--- src/rtl/axi_order_gate.sv ---
module axi_order_gate #(
  parameter int ADDR_W  = 16,
  parameter int ID_W    = 2,
  parameter int TGT_W   = 2,
  parameter int MAX_OUT = 8
) (
  input  logic              clk,
  input  logic              rst_n,
  input  logic              rd_req_valid,
  output logic              rd_req_ready,
  input  logic [ADDR_W-1:0] rd_req_addr,
  input  logic [ID_W-1:0]   rd_req_id,
  input  logic              rd_req_after_wr,
  input  logic              rd_req_after_tgt,
  input  logic              wr_req_valid,
  output logic              wr_req_ready,
  input  logic [ADDR_W-1:0] wr_req_addr,
  input  logic [ID_W-1:0]   wr_req_id,
  input  logic              wr_req_after_rd,
  input  logic              wr_req_after_tgt,
  output logic              ar_valid,
  input  logic              ar_ready,
  output logic [ADDR_W-1:0] ar_addr,
  output logic [ID_W-1:0]   ar_id,
  output logic              aw_valid,
  input  logic              aw_ready,
  output logic [ADDR_W-1:0] aw_addr,
  output logic [ID_W-1:0]   aw_id,
  input  logic              r_valid,
  input  logic              r_ready,
  input  logic              r_last,
  input  logic [ID_W-1:0]   r_id,
  input  logic              b_valid,
  input  logic              b_ready,
  input  logic [ID_W-1:0]   b_id
);
  localparam int CNT_W = $clog2(MAX_OUT + 1);
  localparam int NUM_ID = 1 << ID_W;
  localparam logic [CNT_W-1:0] CNT_MAX = CNT_W'(MAX_OUT);
  localparam logic [CNT_W-1:0] CNT_ONE = CNT_W'(1);

  logic [CNT_W-1:0] rd_cnt, wr_cnt;
  logic [CNT_W-1:0] rd_idc [NUM_ID];
  logic [CNT_W-1:0] wr_idc [NUM_ID];
  logic [CNT_W-1:0] rd_left [NUM_ID];
  logic [CNT_W-1:0] wr_left [NUM_ID];
  logic [TGT_W-1:0] rd_tgt [NUM_ID];
  logic [TGT_W-1:0] wr_tgt [NUM_ID];
  logic [NUM_ID-1:0] rd_mix, wr_mix;
  logic ar_lock, aw_lock;

  wire [TGT_W-1:0] rd_new_tgt = rd_req_addr[ADDR_W-1 -: TGT_W];
  wire [TGT_W-1:0] wr_new_tgt = wr_req_addr[ADDR_W-1 -: TGT_W];
  wire rd_issue = ar_valid & ar_ready;
  wire wr_issue = aw_valid & aw_ready;
  wire rd_done  = r_valid & r_ready & r_last;
  wire wr_done  = b_valid & b_ready;

  wire rd_same_ok = (rd_idc[rd_req_id] == '0) ||
                    (!rd_mix[rd_req_id] && rd_tgt[rd_req_id] == rd_new_tgt);
  wire wr_same_ok = (wr_idc[wr_req_id] == '0) ||
                    (!wr_mix[wr_req_id] && wr_tgt[wr_req_id] == wr_new_tgt);
  wire rd_ok = (rd_cnt != CNT_MAX) && (!rd_req_after_wr || wr_cnt == '0) &&
               (!rd_req_after_tgt || rd_same_ok);
  wire wr_ok = (wr_cnt != CNT_MAX) && (!wr_req_after_rd || rd_cnt == '0) &&
               (!wr_req_after_tgt || wr_same_ok);

  assign ar_valid     = rd_req_valid & (rd_ok | ar_lock);
  assign aw_valid     = wr_req_valid & (wr_ok | aw_lock);
  assign rd_req_ready = ar_valid & ar_ready;
  assign wr_req_ready = aw_valid & aw_ready;
  assign ar_addr      = rd_req_addr;
  assign ar_id        = rd_req_id;
  assign aw_addr      = wr_req_addr;
  assign aw_id        = wr_req_id;

  always_comb begin
    for (int i = 0; i < NUM_ID; i++) begin
      rd_left[i] = rd_idc[i] - ((rd_done && r_id == ID_W'(i)) ? CNT_ONE : '0);
      wr_left[i] = wr_idc[i] - ((wr_done && b_id == ID_W'(i)) ? CNT_ONE : '0);
    end
  end

  always_ff @(posedge clk) begin
    if (!rst_n) begin
      rd_cnt  <= '0;
      wr_cnt  <= '0;
      ar_lock <= 1'b0;
      aw_lock <= 1'b0;
    end else begin
      rd_cnt  <= rd_cnt + (rd_issue ? CNT_ONE : '0) - (rd_done ? CNT_ONE : '0);
      wr_cnt  <= wr_cnt + (wr_issue ? CNT_ONE : '0) - (wr_done ? CNT_ONE : '0);
      ar_lock <= ar_valid & ~ar_ready;
      aw_lock <= aw_valid & ~aw_ready;
    end
  end

  always_ff @(posedge clk) begin
    for (int i = 0; i < NUM_ID; i++) begin
      if (!rst_n) begin
        rd_idc[i] <= '0;
        rd_tgt[i] <= '0;
        rd_mix[i] <= 1'b0;
      end else if (rd_issue && rd_req_id == ID_W'(i)) begin
        rd_idc[i] <= rd_left[i] + CNT_ONE;
        if (rd_left[i] == '0) begin
          rd_tgt[i] <= rd_new_tgt;
          rd_mix[i] <= 1'b0;
        end else if (rd_tgt[i] != rd_new_tgt) begin
          rd_mix[i] <= 1'b1;
        end
      end else begin
        rd_idc[i] <= rd_left[i];
        if (rd_left[i] == '0) rd_mix[i] <= 1'b0;
      end
    end
  end

  always_ff @(posedge clk) begin
    for (int i = 0; i < NUM_ID; i++) begin
      if (!rst_n) begin
        wr_idc[i] <= '0;
        wr_tgt[i] <= '0;
        wr_mix[i] <= 1'b0;
      end else if (wr_issue && wr_req_id == ID_W'(i)) begin
        wr_idc[i] <= wr_left[i] + CNT_ONE;
        if (wr_left[i] == '0) begin
          wr_tgt[i] <= wr_new_tgt;
          wr_mix[i] <= 1'b0;
        end else if (wr_tgt[i] != wr_new_tgt) begin
          wr_mix[i] <= 1'b1;
        end
      end else begin
        wr_idc[i] <= wr_left[i];
        if (wr_left[i] == '0) wr_mix[i] <= 1'b0;
      end
    end
  end

  logic [CNT_W-1:0] rd_sum, wr_sum;
  always_comb begin
    rd_sum = '0;
    wr_sum = '0;
    for (int i = 0; i < NUM_ID; i++) begin
      rd_sum = rd_sum + rd_idc[i];
      wr_sum = wr_sum + wr_idc[i];
    end
  end

  assert_ar_stable_R10: assert property (@(posedge clk) disable iff (!rst_n)
    (ar_valid && !ar_ready && rd_req_valid) |=> (ar_valid || !rd_req_valid));
  assert_aw_stable_R10: assert property (@(posedge clk) disable iff (!rst_n)
    (aw_valid && !aw_ready && wr_req_valid) |=> (aw_valid || !wr_req_valid));
  assert_rd_limit_R8: assert property (@(posedge clk) disable iff (!rst_n)
    (rd_issue && rd_cnt == CNT_MAX - CNT_ONE && !rd_done) |=> !ar_valid);
  assert_wr_limit_R8: assert property (@(posedge clk) disable iff (!rst_n)
    (wr_issue && wr_cnt == CNT_MAX - CNT_ONE && !wr_done) |=> !aw_valid);
  assert_rd_count_R11: assert property (@(posedge clk) disable iff (!rst_n)
    rd_cnt == rd_sum);
  assert_wr_count_R11: assert property (@(posedge clk) disable iff (!rst_n)
    wr_cnt == wr_sum);
  assert_rd_after_wr_R4: assert property (@(posedge clk) disable iff (!rst_n)
    (ar_valid && !ar_lock && rd_req_after_wr) |-> wr_cnt == '0);
  assert_wr_after_rd_R5: assert property (@(posedge clk) disable iff (!rst_n)
    (aw_valid && !aw_lock && wr_req_after_rd) |-> rd_cnt == '0);
endmodule

--- config.mk ---
export PLATFORM = sky130hd
export DESIGN_NAME = axi_order_gate
export DESIGN_NICKNAME = d
export VERILOG_FILES = /design/src/rtl/axi_order_gate.sv
export SDC_FILE = /design/constraint.sdc
export NUM_CORES = 1
export LEC_CHECK = 0
export ABC_CLOCK_PERIOD_IN_PS = 3200
export BUFFER_PORTS_ARGS = -buffer_cell sky130_fd_sc_hd__buf_4
export CELL_PAD_IN_SITES_DETAIL_PLACEMENT = 1
export CELL_PAD_IN_SITES_GLOBAL_PLACEMENT = 1
export CORE_MARGIN = 1
export CORE_UTILIZATION = 39
export DETAILED_ROUTE_END_ITERATION = 8
export PLACE_DENSITY_LB_ADDON = 0.25
export SYNTH_ARGS = -nofsm -noshare
export SYNTH_HDL_FRONTEND = slang
export SYNTH_SLANG_ARGS = --single-unit
--- constraint.sdc ---
create_clock -name clk -period 3.2 [get_ports clk]
set_input_delay 0.48 -clock clk [delete_from_list [all_inputs] [get_ports clk]]
set_output_delay 0.48 -clock clk [all_outputs]
set_load 0.05 [all_outputs]
==> reports/results.ini, run 1 <==
[status]
status = completed

[setup_path]
reg2reg_slack_ns = 0.16
rr_startpoint = wr_cnt[2]$_SDFF_PN0_
cp.required_ns = 2.72
reg2reg_to = rd_tgt[1][1]$_SDFFCE_PN0P_
crit_end = ar_valid
startpoint = wr_cnt[2]$_SDFF_PN0_
critPathCaptureType = output pin
crit_path_start_kind = flip-flop
cp.arrival_ns = 2.68
crit_fanout = 6
worstSetupPathType = flip-flop to output pin
r2r_cells = 8

[drt]
vias = 3948
ant_nets = 0
drt_iter0_drc = 130
routed_via_density = 5.147
dr.pass1.iters = 4
wl_per_cell_um = 16.32
drc_errors = 0
drt_wl_total_um = 12520

[timing]
slew_headroom = 0.4941
setup_ws_ns = 0.04312
rsz0062_at_grt = true
clock_skew_ns = 0.006298
setup_viol = 0
fmax_ghz = 0.3168
hold_viol = 0
maxSlewViolCount = 0
worstMarginPinSlew_ns = 0.7581
finalCritPeriodShare = 0.9865
period_needed_ns = 3.157
timing.hold.ws_ns = 0.3175

[placement]
place_area_um2 = 5413
finalWeightedCongestion = 0.8308
io_buffer_count = 38
post-place-ws_ns = 0.1738
dpl.hpwl_um = 9772
placed_cells = 751

[yosys]
synthFlopType = edfxtp_1
synth-edff-count = 48
yosys.cell_types.count = 61
synth_top_family_by_area = simple AND/OR/NAND/NOR gates
yosysMostFrequentCell = inv_1
synth-simple-area-share = 0.2058
synth_area_leaders = edfxtp_1 28%, ha_1 11%, dfxtp_1 7.1%
synth-compound-area-share = 0.1061
synthAdderAreaFrac = 0.1140
synthMuxAreaShare = 0.02789
yosys.area.top_type = edfxtp_1
ys_warn_count = 0
async_flop_share = 0
synth_xor_area_frac = 0.08119
ys_seq_area_frac = 0.3554
synthCells = 556
avgSynthCellArea_um2 = 9.118
synth_top_cell_area_share = 0.2843
synth_common_cells = 52 x inv_1, 48 x edfxtp_1, 43 x ha_1, 43 x nand2_1, 43 x nor2_1
synth_area_um2 = 5070
ys_ff_latch = 66

[grt]
grt_pass1_vias = 4050
antenna_found_initial = 0
grt_max_degree = 32
grt_first_pass_wirelength_um = 19890
grt_usage = 0.1948
overflow = 0

[pwr]
max-vdd-ir-drop_v = 0.0002078
leakage_nw = 2.366
powerDensity_nw_per_um2 = 496.7

[die]
dieArea_um2 = 13460
num_io_pins = 95
start_util = 0.4001
die_y_um = 116.0
core_area_um2 = 12670
rows = 41
die_x_um = 116.0

[layout]
instances_no_fill = 767
num_antenna_cells = 0
fin_nets = 690
area_delta_synth_final_pct = 12.12
design_area_um2 = 5684
layout-drive-gt1-share = 0.1361

[clock_tree]
cts_root_buf = clkbuf_16
clkTransAtPathRegs_ns = 0.05
numClockSinks = 66
ctsHoldBuffers = 0
htreeDepth = 3
clock_path_buffers = 2
cts_inserted_buffers = 9
tritoncts = done
clk_latency_ns = 0.34

[hold_path]
holdPathStages = 2
hold_path_class = input pin to flip-flop

[run]
maxCapViolCount = 0

## through the flow
step                setup TNS (ns)  power, W  utilization
global route             -0.009433  0.002980       0.4486
detailed placement               0  0.001947       0.4272
floorplan                        0  0.001786            -
finish                           0  0.002823       0.4486
CTS                              0  0.002834       0.4471
global placement                 0  0.001903       0.4272
## routing by layer
metal	global-route usage	wire [um]	share of wire	vias up
li1	-	-	-	1952
met1	0.2524	6011	0.48	1930
met3	0.03504	357	0.029	14
met2	0.3258	5988	0.48	52
met4	0.06838	158	0.013	0
met5	0	0	0	-
## cell families (layout without fill, tap and decap cells)
group | after synthesis | after routing
simple gates | 202 | 202
buf+inv | 110 | 118
compound gates | 76 | 76
flops | 66 | 66
xor+xnor | 47 | 47
fa+ha+maj | 45 | 45
mux | 9 | 9
other cells | 1 | 32
## placed cells by master (no fill, tap or decap), types with 2 or more instances in the layout
cell and count:
nand2_1 43, a31o_2 4, inv_1 52, xor2_1 6
or4_1 5, o21a_1 5, nor3_1 28, ha_1 43
buf_4 48, nor2_1 43, xnor2_1 41, nor3b_1 12
and2_1 3, nand2b_1 11, clkbuf_1 6, nor4_1 9
nor2b_1 4, or3_1 2, clkbuf_16 9, a311oi_4 2
and3_1 5, a21o_1 2, o211ai_1 2, fa_1 2
mux2i_1 4, o22ai_1 2, edfxtp_1 48, mux4_2 4
dfxtp_1 18, nand4_1 9, a21oi_1 22, conb_1 32
nand3_1 19, o31ai_1 4, inv_2 2, a31oi_1 7
o21ai_0 13
## worst min-delay path by stage
stage                                 startpoint                endpoint
after floorplan           rd_mix[3]$_SDFFE_PN0P_  rd_mix[3]$_SDFFE_PN0P_
after global placement    rd_mix[3]$_SDFFE_PN0P_  rd_mix[3]$_SDFFE_PN0P_
after detailed placement  wr_mix[0]$_SDFFE_PN0P_  wr_mix[0]$_SDFFE_PN0P_
after CTS                               aw_ready      aw_lock$_SDFF_PN0_
after global routing                    aw_ready      aw_lock$_SDFF_PN0_
final                                   aw_ready      aw_lock$_SDFF_PN0_
## registers in the layout (all words and copies together), names as in the netlist
signal	flops
aw_lock	1
wr_cnt	4
wr_mix	4
wr_tgt	8
wr_idc	16
ar_lock	1
rd_mix	4
rd_tgt	8
rd_idc	16
rd_cnt	4
## report_power, final
part	switching [W]	internal, W
logic	0.000526	0.000348
registers	0.0000564	0.00101
clock network	0.000361	0.000525
total	0.000944	0.00188
## layout make-up
type,instances,area [um^2]
Fill cell,1488,6987
Multi-Input combinational cell,411,2851
Tap cell,172,215.2
Timing Repair Buffer,48,360.3
Sequential cell,66,1802
Inverter,54,202.7
Clock buffer,15,247.7
Clock inverter,1,5.005
## worst max-delay path: stages, from the launching register on
cell     delay (ns)
dfxtp_1        0.29
inv_1          0.09
ha_1           0.15
or3b_1         0.34
a221o_1        0.46
or4_4          0.62
nand3_1        0.16
buf_4          0.22
## repair_timing
item,CTS,global route
gates resized for setup,0,3
setup endpoints to repair,0,4
buffers inserted,0,0
(Power assumes the default switching activity.)
==> inputs of run 2 (changes only) <==
- CORE_UTILIZATION: 39 -> 40
- CTS_BUF_LIST: not set -> sky130_fd_sc_hd__clkbuf_4
- PLACE_DENSITY: not set -> 0.8
- PLACE_DENSITY_LB_ADDON: 0.25 -> not set
==> run 2 against run 1 <==
Against the previous run: cell count fell by 0.39%; sequential power barely moved; global-route usage rose by 1.3 points; clock skew rose by 0.016 ns; power fell by 12%.
==> reports/results.ini, run 2 (synthesis gave the netlist of run 1 again) <==
[pwr]
swShare = 0.3831
leakage_nw = 2.315
p_comb_frac = 0.376
powerDensity_nw_per_um2 = 443.9
cellInternalPower_w = 0.001530
max-vdd-ir-drop_v = 0.0002145
p_sw_w = 0.0009500
seqPwrFrac = 0.431
p_clk_frac = 0.193
power_w = 0.002480

[timing]
worstMarginPinSlew_ns = 0.5873
finalSetupTns_ns = 0
hold_viol = 0
setup_ws_ns = 0.01078
slew_headroom = 0.6076
finalCritPeriodShare = 0.9966
timing.hold.ws_ns = 0.2090
setup_viol = 0
fmax_ghz = 0.3136
maxSlewViolCount = 0
period_needed_ns = 3.189
clock_skew_ns = 0.02258

[hold_path]
hold_path_class = input pin to flip-flop
holdPathStages = 2

[layout]
area_delta_synth_final_pct = 10.19
num_antenna_cells = 0
fin_nets = 691
final_common_cell = inv_1
layout-drive-gt1-share = 0.1527
top_regs = rd_idc x16, wr_idc x16
layout_common_cells = 51 x inv_1, 48 x edfxtp_1, 47 x buf_4
fill_cells = 1429

[drt]
dr.pass1.iters = 4
wl_per_cell_um = 16.57
drt_wl_total_um = 12660
drc_errors = 0
ant_nets = 0
vias = 4019
drt_iter0_drc = 163
routed_via_density = 5.260

[setup_path]
slowest_stage = or4bb_4
cp.arrival_ns = 3.35
critPathCaptureType = flip-flop
cpLargestDelayFamily = simple AND/OR/NAND/NOR gates
cp.buffers_inverters = 2
r2r_cells = 9
worstSetupPathType = flip-flop to flip-flop
crit_fanout = 7
path_cells = inv_1 -> ha_4 -> or3b_1 -> a221o_2 -> or4bb_4 -> buf_4 -> a311oi_4 -> nand2_1 -> nand2_1
cp.required_ns = 3.36
cpPeakStageDelay_ns = 0.58
worst-path-stages = 9
path_common_cell = nand2_1
crit_path_start_kind = flip-flop

[clock_tree]
numClockSinks = 66
tritoncts = done
clk_latency_ns = 0.44
clkTransAtPathRegs_ns = 0.12
cts_inserted_buffers = 9
cts_root_buf = clkbuf_4
clock_path_buffers = 2
htreeDepth = 3

[die]
die_x_um = 114.6
num_io_pins = 95
rows = 40
dieArea_um2 = 13130
start_util = 0.4169
core_area_um2 = 12160
die_y_um = 114.6

[placement]
io_buffer_count = 38
post-place-ws_ns = 0.1254
dpl.hpwl_um = 9679
finalWeightedCongestion = 0.8019

[grt]
grt_max_degree = 32
antenna_found_initial = 0
grt_first_pass_wirelength_um = 21220
overflow = 0
grt_pass1_vias = 4431
grt_usage = 0.2081

[run]
maxCapViolCount = 0

[status]
status = completed

## run 2: path summary, 6_finish.rpt
path,startpoint,to,slack (ns)
max reg2reg,wr_cnt[3]$_SDFF_PN0_,rd_tgt[1][0]$_SDFFCE_PN0P_,0.01
min,aw_ready,aw_lock$_SDFF_PN0_,0.21
min reg2reg,wr_mix[0]$_SDFFE_PN0P_,wr_mix[0]$_SDFFE_PN0P_,0.51
max,wr_cnt[3]$_SDFF_PN0_,rd_tgt[1][0]$_SDFFCE_PN0P_,0.01
## run 2: timing repair
item | in CTS | in global routing
hold endpoints to repair | 0 | 0
setup endpoints to repair | 2 | 2
pin swaps | 2 | 9
setup buffers | 0 | 5
resized for setup | 6 | 10
hold buffers | 0 | 0
## run 2: power groups by stage
| stage | clock network, W | logic, W | registers [W] |
|---|---|---|---|
| 2_1_floorplan | 0 | 0.000724 | 0.00106 |
| 3_3_place_gp | 0 | 0.000808 | 0.00108 |
| 3_5_place_dp | 0 | 0.000865 | 0.00108 |
| 4_1_cts | 0.000497 | 0.000888 | 0.00106 |
| 5_1_grt | 0.000525 | 0.00104 | 0.00108 |
| 6_report | 0.000479 | 0.000934 | 0.00107 |
## run 2: per-layer routing
layer  GRT usage  wire, um  up-vias
met5           0         0        -
met2      0.3657      6388       70
met1      0.2508      5496     1980
li1            -         -     1950
met4     0.07273       257        0
met3     0.04447       517       19
## run 2: area by class of cell
cell class                 count  area (um^2)  area share
multi-input combinational    411         2887      0.5167
sequential                    66         1804      0.3230
timing repair buffer          49        379.1     0.06786
tap                          168        210.2     0.03763
inverter                      54        202.7     0.03628
clock buffer                   9        67.56     0.01209
clock inverter                 7        36.28    0.006495
## run 2: per-stage QoR
stage,utilization,instances,area [um^2]
floorplan,-,587,5186
global placement,0.4428,744,5385
detailed placement,0.4428,744,5385
CTS,0.4537,760,5518
global route,0.4594,764,5587
finish,0.4594,764,5587
